### src/rtl/sr_pkg.sv
package sr_pkg;
   localparam int OPC_W = 8;
   localparam logic [OPC_W-1:0] OPC_MASK  = 8'hF7;
   localparam logic [OPC_W-1:0] OPC_SETWL = 8'h06;
   localparam logic [OPC_W-1:0] OPC_CLRWL = 8'h04;
   localparam logic [OPC_W-1:0] OPC_LDSR  = 8'h01;

   typedef struct packed {
      logic       guard_en;
      logic [1:0] level;
   } nv_bits_t;

   function automatic logic opc_is(input logic [OPC_W-1:0] code,
                                   input logic [OPC_W-1:0] ref_code);
      return (code & OPC_MASK) == ref_code;
   endfunction
endpackage

### src/rtl/sr_cmd_decode.sv
module sr_cmd_decode
   import sr_pkg::*;
(
   input  logic             valid_i,
   input  logic [OPC_W-1:0] code_i,
   input  logic             busy_i,
   output logic             set_wl_o,
   output logic             clr_wl_o,
   output logic             load_o
);
   logic take;
   always_comb begin
      take     = valid_i && !busy_i;
      set_wl_o = take && opc_is(code_i, OPC_SETWL);
      clr_wl_o = take && opc_is(code_i, OPC_CLRWL);
      load_o   = take && opc_is(code_i, OPC_LDSR);
   end
endmodule

### src/rtl/sr_prog_timer.sv
module sr_prog_timer #(
   parameter int CYCLES = 8
) (
   input  logic clk,
   input  logic rst_n,
   input  logic start_i,
   output logic busy_o,
   output logic done_o
);
   localparam int CNT_W = (CYCLES > 1) ? $clog2(CYCLES) : 1;
   localparam logic [CNT_W-1:0] LOAD = CNT_W'(CYCLES - 1);

   logic [CNT_W-1:0] cnt_q;
   logic             busy_q;

   always_ff @(posedge clk or negedge rst_n) begin
      if (!rst_n) begin
         busy_q <= 1'b0;
         cnt_q  <= '0;
      end else if (!busy_q) begin
         if (start_i) begin
            busy_q <= 1'b1;
            cnt_q  <= LOAD;
         end
      end else if (cnt_q == '0) begin
         busy_q <= 1'b0;
      end else begin
         cnt_q <= cnt_q - 1'b1;
      end
   end

   assign busy_o = busy_q;
   assign done_o = busy_q && (cnt_q == '0);
endmodule

### src/rtl/sr_protect_eval.sv
module sr_protect_eval #(
   parameter int ADDR_W = 17
) (
   input  logic [ADDR_W-1:0] addr_i,
   input  logic [1:0]        level_i,
   output logic              locked_o
);
   logic [1:0] quarter;
   generate
      if (ADDR_W >= 2) begin : g_quarter
         assign quarter = addr_i[ADDR_W-1 -: 2];
      end else begin : g_bad
         $error("ADDR_W must be at least 2");
         assign quarter = 2'b00;
      end
   endgenerate

   always_comb begin
      unique case (level_i)
         2'b00:   locked_o = 1'b0;
         2'b01:   locked_o = (quarter == 2'b11);
         2'b10:   locked_o = quarter[1];
         default: locked_o = 1'b1;
      endcase
   end
endmodule

### src/rtl/sr_wp_unit.sv
module sr_wp_unit
   import sr_pkg::*;
#(
   parameter int         ADDR_W      = 17,
   parameter int         PROG_CYCLES = 8,
   parameter logic       INIT_GUARD  = 1'b0,
   parameter logic [1:0] INIT_LEVEL  = 2'b00
) (
   input  logic              clk,
   input  logic              rst_n,
   input  logic              guard_n,
   input  logic              frame_active_i,
   input  logic              frame_end_i,
   input  logic              op_valid_i,
   input  logic [7:0]        op_code_i,
   input  logic              data_valid_i,
   input  logic [7:0]        data_i,
   input  logic              array_busy_i,
   input  logic              page_done_i,
   input  logic [ADDR_W-1:0] addr_i,
   output logic [7:0]        status_o,
   output logic              addr_locked_o,
   output logic              addr_writable_o,
   output logic              status_writable_o
);
   generate
      if (PROG_CYCLES < 1) begin : g_bad_cycles
         $error("PROG_CYCLES must be at least 1");
      end
   endgenerate

   nv_bits_t nv_q, staged_q;
   logic     wen_q, armed_q, got_q;
   logic     prog_busy, prog_done, busy, hw_lock;
   logic     set_wl, clr_wl, load_req, start;

   assign busy    = prog_busy || array_busy_i;
   assign hw_lock = !guard_n && nv_q.guard_en;

   sr_cmd_decode dec_i (
      .valid_i (op_valid_i && frame_active_i),
      .code_i  (op_code_i),
      .busy_i  (busy),
      .set_wl_o(set_wl),
      .clr_wl_o(clr_wl),
      .load_o  (load_req)
   );

   assign start = frame_end_i && armed_q && got_q && !hw_lock && wen_q && !busy;

   sr_prog_timer #(.CYCLES(PROG_CYCLES)) tmr_i (
      .clk    (clk),
      .rst_n  (rst_n),
      .start_i(start),
      .busy_o (prog_busy),
      .done_o (prog_done)
   );

   sr_protect_eval #(.ADDR_W(ADDR_W)) prot_i (
      .addr_i  (addr_i),
      .level_i (nv_q.level),
      .locked_o(addr_locked_o)
   );

   always_ff @(posedge clk or negedge rst_n) begin
      if (!rst_n) begin
         wen_q <= 1'b0;
      end else if (prog_done || page_done_i) begin
         wen_q <= 1'b0;
      end else if (set_wl) begin
         wen_q <= 1'b1;
      end else if (clr_wl) begin
         wen_q <= 1'b0;
      end
   end

   always_ff @(posedge clk or negedge rst_n) begin
      if (!rst_n) begin
         armed_q  <= 1'b0;
         got_q    <= 1'b0;
         staged_q <= '0;
      end else if (frame_end_i || hw_lock) begin
         armed_q <= 1'b0;
         got_q   <= 1'b0;
      end else if (load_req && wen_q) begin
         armed_q <= 1'b1;
         got_q   <= 1'b0;
      end else if (armed_q && data_valid_i && !got_q) begin
         got_q    <= 1'b1;
         staged_q <= '{guard_en: data_i[7], level: data_i[3:2]};
      end
   end

   always_ff @(posedge clk or negedge rst_n) begin
      if (!rst_n) begin
         nv_q <= '{guard_en: INIT_GUARD, level: INIT_LEVEL};
      end else if (prog_done) begin
         nv_q <= staged_q;
      end
   end

   assign status_o          = busy ? 8'hFF
                                   : {nv_q.guard_en, 3'b000, nv_q.level, wen_q, 1'b0};
   assign addr_writable_o   = wen_q && !addr_locked_o;
   assign status_writable_o = wen_q && !hw_lock;
endmodule

### config.mk
export PLATFORM = sky130hd
export DESIGN_NAME = sr_wp_unit
export DESIGN_NICKNAME = d
export VERILOG_FILES = /design/src/rtl/sr_pkg.sv /design/src/rtl/sr_cmd_decode.sv /design/src/rtl/sr_prog_timer.sv /design/src/rtl/sr_protect_eval.sv /design/src/rtl/sr_wp_unit.sv
export SDC_FILE = /design/constraint.sdc
export NUM_CORES = 1
export LEC_CHECK = 0
export BUFFER_PORTS_ARGS = -buffer_cell sky130_fd_sc_hd__buf_4
export CORE_ASPECT_RATIO = 0.8
export CORE_MARGIN = 3
export CORE_UTILIZATION = 42
export DETAILED_ROUTE_END_ITERATION = 7
export HOLD_SLACK_MARGIN = 0.02
export PLACE_DENSITY = 0.92
export SKIP_CTS_REPAIR_TIMING = 1
export SYNTH_ARGS = -nofsm -noshare
export SYNTH_HDL_FRONTEND = slang
export SYNTH_SLANG_ARGS = --single-unit
### constraint.sdc
create_clock -name clk -period 4.7 [get_ports clk]
set_clock_uncertainty 0.15 [all_clocks]
set_input_delay 0.47 -clock clk [delete_from_list [all_inputs] [get_ports clk]]
set_output_delay 0.47 -clock clk [all_outputs]
set_load 0.01 [all_outputs]
==> results of run 1 <==
worst paths after layout:
check                      slack [ps]          end    startpoint
min reg2reg                       370  staged_q[1]   staged_q[1]
max                              2800  status_o[7]  tmr_i.busy_o
min in group asynchronous         410      nv_q[0]         rst_n
min                               190        wen_q   page_done_i
max in group asynchronous        3830        wen_q         rst_n
max reg2reg                      2820  staged_q[0]  tmr_i.busy_o
critical path, stage by stage (launching register included):
cell	delay (ps)
dfrtp_1	460
or3_1	390
buf_4	150
flip-flops by register name, summed over array words and instances (netlist names):
name	count
got_q	1
armed_q	1
staged_q	3
wen_q	1
nv_q	3
tmr_i.busy_o	1
tmr_i.cnt_q	3
metrics by stage:
step | utilization | cells | hold slack, ps
floorplan | - | 67 | 24.4
global placement | 0.632 | 115 | 167
detailed placement | 0.632 | 115 | 174
CTS | 0.651 | 119 | -138
global route | 0.657 | 120 | 174
finish | 0.657 | 120 | 194
power by group:
group / total [W] / switching (W) / leakage, nW / internal [W]
Clock: 0.0000690 / 0.0000374 / 0.0177 / 0.0000316
Combinational: 0.0000274 / 0.0000101 / 0.327 / 0.0000173
Sequential: 0.000112 / 0.0000000108 / 0.182 / 0.000112
final cells by class:
type                       instances  area, sq um  share of cell area
timing repair buffer              32          243               0.248
sequential                        13          325               0.333
clock buffer                       3         22.5              0.0230
clock inverter                     1         5.00             0.00512
tap                               21         26.3              0.0269
inverter                           6         22.5              0.0230
multi-input combinational         44          333               0.341
cell usage in the layout (no fill, tap or decap):
| cell type | Yosys | layout |
|---|---|---|
| o21ai_0 | 2 | 2 |
| and3_4 | 1 | 1 |
| ha_1 | 2 | 2 |
| nand4b_1 | 1 | 1 |
| dfrtp_1 | 13 | 13 |
| nand3_1 | 2 | 2 |
| clkbuf_4 | 0 | 3 |
| nor2b_1 | 1 | 1 |
| inv_1 | 6 | 6 |
| nor3_1 | 2 | 2 |
| nor4bb_1 | 1 | 1 |
| mux2_4 | 3 | 3 |
| or4_1 | 1 | 1 |
| nor4_1 | 1 | 1 |
| clkinv_2 | 0 | 1 |
| or2_1 | 1 | 1 |
| or3_1 | 4 | 4 |
| nand2_1 | 5 | 5 |
| nor4b_1 | 2 | 2 |
| a31oi_1 | 1 | 1 |
| dlygate4sd3_1 | 0 | 1 |
| buf_4 | 4 | 31 |
| nor2_1 | 4 | 4 |
| mux2i_1 | 1 | 1 |
| nand3b_1 | 1 | 1 |
| o21a_1 | 1 | 1 |
| a21oi_1 | 2 | 2 |
| or4b_4 | 1 | 1 |
| mux2_2 | 4 | 4 |
per-layer routing:
layer | track usage | share of wire | up-vias
met2 | 0.266 | 0.52 | 12
met1 | 0.186 | 0.42 | 285
li1 | - | - | 300
met3 | 0.0632 | 0.049 | 2
met4 | 0.0471 | 0.0076 | 0
met5 | 0 | 0 | -
logic make-up after synthesis:
logic type      after synthesis  synth area share
simple gates                 28             0.245
compound gates                6            0.0475
mux                           8             0.141
buf+inv                      10            0.0739
fa+ha+maj                     2            0.0352
flops                        13             0.458
==> metrics.txt, run 1 <==
status=completed; DIE WIDTH=52.0 microns; reg2reg path depth=4; Area growth, synth to finish=37.5%; Worst-Margin Slew=415 ps; post-DR wirelength/cell=13.1 microns; Critical Path RT=4080 ps; TritonCTS buffer count=3; sequential fraction of the synthesis area=0.458; HP Class=in2reg; top post-synthesis cells by count=dfrtp_1 (13), inv_1 (6), nand2_1 (5); drt total wl=1580 microns; FFs w/ async S/R, synth=1.00; syn nets=111; total number of H-tree levels=1; Post-Route Setup TNS=0 ps; Final setup viols=0; fraction of layout cells with a size suffix above 1=0.444; Placed Area=940 sq um; ANT nets after route=0; post-synthesis cell area=711 sq um; CTS tree=built; routed vias/inst=4.99; Fmax=527 MHz; worst skew pair latency=280 ps; # DRC=0; vias in the first global route=566; # rows=12; Bufs on Longest Clock Path=2; RePlAce Congestion=0.851; Max VDD drop=0.170 mV; initial antenna violation count=0; max cap viols=0; LEAKAGE=0.527 nW; Total Power=0.000208 W; total grt overflow=0; most numerous cell in the Yosys netlist=dfrtp_1; Ys Warns=0; clock sink total=13; fin nets=144; root buf cell=clkbuf_4; ys flop type=dfrtp_1; Worst EP arrival=1280 ps; Final Instance Area=977 sq um; Yosys top cell area share=0.458; setup slack after placement=2670 ps; Post-synth EDFFs=0; number of unique standard cell types used by synthesis=26; Ports=53; Initial DRC Count=8; Initial Util=0.478; port bufs=31; power density over the cells=213 nW/um^2; Die H=42.8 microns; syn_area_per_cell=10.6 sq um; drt pass-1 iters=4; WS Path Type=reg2out; global-route wire length before repair=2600 microns; total track usage=0.160; Gate Count Post-Synth=67; slew margin rel.=0.721; cell taking the most area after synthesis=dfrtp_1; pin count of the biggest net entering global routing=14; min cycle time layout=1900 ps; Fin. Hold Viols=0; Critical Path Source Type=flop; Crit Path Max Fanout=9; full die area=2220 sq um; unrepaired setup endpoints after global routing=false; top post-synthesis cells by area=dfrtp_1 (46%), mux2_2 (6.3%), mux2_4 (6.3%); Crit. End Element=output pin; diode count=0; Worst Hold Path Cells=2; core footprint=1490 sq um; Yosys reg bits=13; HPWL after detailed placement=1310 microns; Worst-path clk slew=80 ps; final worst slack=2800 ps; fill count=126; via count=599; period utilization=0.404; max-slew violation count=0
Note: power is estimated with default switching activity, not from simulation.
==> run 2: changes to the inputs <==
Settings changed: CORE_UTILIZATION 42 to 35, PLACE_DENSITY 0.92 to 0.83.
Clock period 4.7 ns to 1.71 ns, I/O delays scaled along.
==> run 2 against run 1 <==
Compared with the run above: the run now ends with setup timing left; power increased to 2.9 times the previous value; worst hold slack got worse by 140 ps; core utilization decreased by 1.6 points; critical path depth increased by 2; combinational power increased to 3.6 times the previous value; sequential power increased to 2.7 times the previous value; final cell count increased by 13%; register-to-register slack got worse by 2900 ps; via count increased by 13%; largest cell class is now non-clock buffers; highest routed layer unchanged.
==> metrics.txt, run 2 (synthesis results as in run 1) <==
worst skew pair latency=280 ps (about the same); max-slew violation count=0 (unchanged); most common cell after layout, fill and taps aside=buf_4; WS Path Type=reg2reg; drt pass-1 iters=4 (unchanged); initial antenna violation count=0 (unchanged); Worst R2R Setup Slack=-90 ps (-2910 ps); RePlAce Congestion=0.828 (-2.8%); LEAKAGE=0.605 nW (+15%); vias in the first global route=658 (+16%); min cycle time layout=1800 ps; core footprint=1770 sq um (+19%); routed vias/inst=4.99 (about the same); HPWL after detailed placement=1530 microns (+17%); clock sink total=13 (unchanged); root buf cell=clkbuf_4; diode count=0 (unchanged); period utilization=1.05; Crit Path Max Fanout=3 (-6); Die H=46.3 microns (+8.2%); violated checks=setup timing; commonest non-fill, non-tap cells in the layout=buf_4 (37), dfrtp_1 (13), dlygate4sd3_1 (7); Max VDD drop=0.648 mV (+280%); setup slack after placement=-117 ps (-2780 ps); Critical Path Source Type=flop; post-DR wirelength/cell=13.9 microns (+5.7%); Final setup viols=3 (+3); global-route wire length before repair=2880 microns (+11%); TritonCTS buffer count=3 (unchanged); fraction of layout cells with a size suffix above 1=0.500 (+0.0556); DIE WIDTH=56.4 microns (+8.4%); status=finished with violations; worst r2r src=wen_q; slew margin rel.=0.732 (+0.0111); power density over the cells=530 nW/um^2 (+150%); # DRC=0 (unchanged); unrepaired setup endpoints after global routing=true; Area growth, synth to finish=60.0%; Fin. Hold Viols=0 (unchanged); Crit. End Element=flop; Worst-path clk slew=90 ps (about the same); Hold Path Origin=data_valid_i; multi-input logic area=353 sq um (+6.0%); Worst-Margin Slew=397 ps (-17.9 ps); Ports=53 (unchanged); Worst R2R End=staged_q[0]; # rows=13 (+1); Worst Hold Endpoint=got_q; Fmax=556 MHz; pin count of the biggest net entering global routing=14 (unchanged); CTS tree=built; full die area=2610 sq um (+17%); total number of H-tree levels=1 (unchanged); final hold slack=58.0 ps (-136 ps); Worst Hold Path Cells=3 (+1); final worst slack=-88.1 ps (-2890 ps); Critical Path RT=1730 ps (-2350 ps); Initial DRC Count=11 (+3); port bufs=31 (unchanged); drt total wl=1890 microns (+20%); Worst EP arrival=1820 ps (+540 ps); max cap viols=0 (unchanged); Initial Util=0.401 (-0.0773); fin nets=159 (+10%); Bufs on Longest Clock Path=2 (unchanged); fill count=140 (+11%); HP Class=in2reg; total track usage=0.146 (-0.0139); reg2reg path depth=4 (unchanged); Largest regs=nv_q: 3 flops, staged_q: 3 flops, tmr_i.cnt_q: 3 flops; via count=679 (+13%); ANT nets after route=0 (unchanged); total grt overflow=0 (unchanged); Seq. cell area=325 sq um (unchanged)
[run 2: cell types whose count changed in the layout (fill, tap and decap cells not counted), sizes merged]
cell / change
buf: +9
dlygate4sd3: +6
[run 2: report_power, final]
part | internal (W) | leakage, nW | switching [W] | total (W)
sequential | 0.000307 | 0.182 | 0.0000000130 | 0.000307
combinational | 0.0000645 | 0.405 | 0.0000329 | 0.0000974
clock | 0.0000868 | 0.0177 | 0.000112 | 0.000198
total | 0.000458 | 0.605 | 0.000144 | 0.000603
[run 2: area by class of cell]
| cell class | instances | area share |
|---|---|---|
| inverter | 6 | 0.0198 |
| multi-input combinational | 44 | 0.310 |
| sequential | 13 | 0.286 |
| clock inverter | 1 | 0.00440 |
| tap | 22 | 0.0242 |
| clock buffer | 3 | 0.0198 |
| timing repair buffer | 47 | 0.336 |
[run 2: metrics by stage]
stage	setup TNS (ps)	area (sq um)	instances	total power [W]	utilization
floorplan	-130	711	67	0.000335	-
global placement	-138	1010	125	0.000391	0.569
detailed placement	-342	1010	125	0.000394	0.569
CTS	-410	1040	129	0.000582	0.584
global route	-356	1140	136	0.000626	0.641
finish	-256	1140	136	0.000603	0.641
[run 2: routing by layer]
metal	global-route usage	up-vias	part of all wire	routed length [microns]
met5	0	-	0	0
met3	0.0784	4	0.077	146
met4	0.0379	0	0.015	29
li1	-	330	-	-
met1	0.156	320	0.38	720
met2	0.256	25	0.53	992
[run 2: worst max path at each step]
stage                            start     endpoint  slack (ps)  depth (start not counted)
final                            wen_q  staged_q[0]         -90                          4
after global placement    tmr_i.busy_o  staged_q[2]         -50                          4
after global routing             wen_q  staged_q[1]        -110                          4
after floorplan                  wen_q  staged_q[0]         -40                          4
after CTS                 tmr_i.busy_o  staged_q[0]        -140                          4
after detailed placement  tmr_i.busy_o  staged_q[0]        -120                          4
[run 2: worst max-delay path, cell delays in order (launching register included)]
cell	delay, ps
dfrtp_1	380
nor4bb_1	130
and3_4	190
or4b_4	530
mux2_4	320
==> run 3: changes to the inputs <==
--- a/config.mk
+++ b/config.mk
@@ -13,5 +13,4 @@
 export HOLD_SLACK_MARGIN = 0.02
 export PLACE_DENSITY = 0.83
-export SKIP_CTS_REPAIR_TIMING = 1
 export SYNTH_ARGS = -nofsm -noshare
 export SYNTH_HDL_FRONTEND = slang
==> constraint.sdc (replaced) <==
create_clock -name clk -period 1.71 [get_ports clk]
set_clock_uncertainty 0.15 [all_clocks]
set_input_delay 0.342 -clock clk [delete_from_list [all_inputs] [get_ports clk]]
set_output_delay 0.342 -clock clk [all_outputs]
set_load 0.01 [all_outputs]
==> run 3 against run 2 <==
Compared with the run above: the run still ends with setup timing left; register-to-register slack hardly changed; final cell count is 2.9% lower; sequential power hardly changed; first-iteration DRC count is 18% lower; cell area is 1.7% higher; critical endpoint is now status_o[3]; largest power group unchanged.
==> metrics.txt, run 3 (synthesis results as in run 1) <==
ANT nets after route=0 (unchanged); min cycle time layout=1820 ps (+17.2 ps); TritonCTS buffer count=3 (unchanged); Worst-path clk slew=90 ps (about the same); max-slew violation count=0 (unchanged); RePlAce Congestion=0.788 (-4.8%); root buf cell=clkbuf_4; WS Path Type=reg2out; max cap viols=0 (unchanged); global-route wire length before repair=3460 microns (+20%); Ports=53 (unchanged); slew margin rel.=0.689 (-0.0425); Worst EP arrival=1320 ps (-500 ps); Post-Route Setup TNS=-657 ps (-401 ps); fraction of layout cells with a size suffix above 1=0.609 (+0.109); Initial DRC Count=9 (-2); pin count of the biggest net entering global routing=14 (unchanged); Placed Area=1000 sq um (-0.74%); most common cell after layout, fill and taps aside=buf_4; CTS tree=built; final hold slack=61.7 ps (+3.72 ps); # rows=13 (unchanged); Fmax=551 MHz (-0.95%); core footprint=1770 sq um (unchanged); vias in the first global route=736 (+12%); HPWL after detailed placement=1660 microns (+8.4%); unrepaired setup endpoints after global routing=true; Crit Path Max Fanout=5 (+2); Die H=46.3 microns (unchanged); Max VDD drop=0.473 mV (-27%); status=finished with violations; DIE WIDTH=56.4 microns (unchanged); Final Instance Area=1160 sq um (+1.7%); LEAKAGE=0.604 nW (-0.14%); total number of H-tree levels=1 (unchanged); violated checks=setup timing; HP Class=in2reg; Fin. Hold Viols=0 (unchanged); Critical Path Source Type=flop; # DRC=0 (unchanged); routed vias/inst=5.39 (+8.0%); period utilization=1.06 (+0.0100); Initial Util=0.401 (unchanged); Area growth, synth to finish=62.7%; Critical Path RT=1220 ps (-510 ps); drt total wl=2130 microns (+13%); Worst Hold Path Cells=2 (-1); full die area=2610 sq um (unchanged); via count=712 (+4.9%); reg2reg path depth=4 (unchanged); Worst-Margin Slew=460 ps (+62.8 ps); drt pass-1 iters=4 (unchanged); total grt overflow=0 (unchanged); initial antenna violation count=0 (unchanged); clock sink total=13 (unchanged); Largest regs=nv_q: 3 flops, staged_q: 3 flops, tmr_i.cnt_q: 3 flops; worst skew pair latency=280 ps (about the same); power density over the cells=522 nW/um^2 (-1.6%); port bufs=31 (unchanged); final worst slack=-105 ps (-17.2 ps); diode count=0 (unchanged); Crit. End Element=output pin; setup slack after placement=-216 ps (-99.3 ps); total track usage=0.176 (+0.0302); commonest non-fill, non-tap cells in the layout=buf_4 (30), dfrtp_1 (13), buf_6 (12); Final setup viols=7 (+4); post-DR wirelength/cell=16.1 microns (+16%); fin nets=155 (-2.5%); Bufs on Longest Clock Path=2 (unchanged)
## run 3: cell type report
| cell class | instances | area [sq um] |
|---|---|---|
| clock buffer | 3 | 22.5 |
| sequential | 13 | 325 |
| fill | 130 | 617 |
| clock inverter | 1 | 5.00 |
| inverter | 6 | 25.0 |
| multi-input combinational | 44 | 380 |
| tap | 22 | 27.5 |
| timing repair buffer | 43 | 370 |
## run 3: final timing paths
check,slack (ps),startpoint,to
worst max-delay path,-110,tmr_i.busy_o,status_o[3]
worst min-delay path,60,page_done_i,wen_q
worst min register to register,380,staged_q[2],staged_q[2]
worst max register to register,-100,wen_q,staged_q[0]
max in group asynchronous,960,rst_n,got_q
min in group asynchronous,280,rst_n,tmr_i.cnt_q[1]
## run 3: critical path, stage by stage (launching register included)
cell     delay, ps
dfrtp_1        420
buf_6          140
or3_4          360
buf_6          130
## run 3: metal layers
| layer | wire length [microns] | global-route usage | up-vias |
|---|---|---|---|
| li1 | - | - | 323 |
| met1 | 806 | 0.196 | 350 |
| met2 | 1170 | 0.338 | 37 |
| met3 | 139 | 0.0588 | 2 |
| met4 | 14 | 0.0284 | 0 |
| met5 | 0 | 0 | - |
## run 3: power by group
part / total (W) / switching, W / internal (W)
clock network: 0.000197 / 0.000111 / 0.0000867
registers: 0.000307 / 0.0000000195 / 0.000307
logic: 0.0000985 / 0.0000352 / 0.0000632
total: 0.000603 / 0.000146 / 0.000457
## run 3: timing repair
action | in CTS | in global routing
hold buffers | 1 | 0
hold endpoints to repair | 13 | 0
endpoints found under the setup margin | 11 | 15
pin swaps | 5 | 4
setup buffers | 3 | 0
gates resized for setup | 13 | 15
## run 3: per-stage QoR
stage                     power (W)  utilization  cells
after floorplan            0.000335            -     67
after global placement     0.000390        0.565    124
after detailed placement   0.000394        0.565    124
after CTS                  0.000600        0.627    132
after global routing       0.000625        0.652    132
final                      0.000603        0.652    132
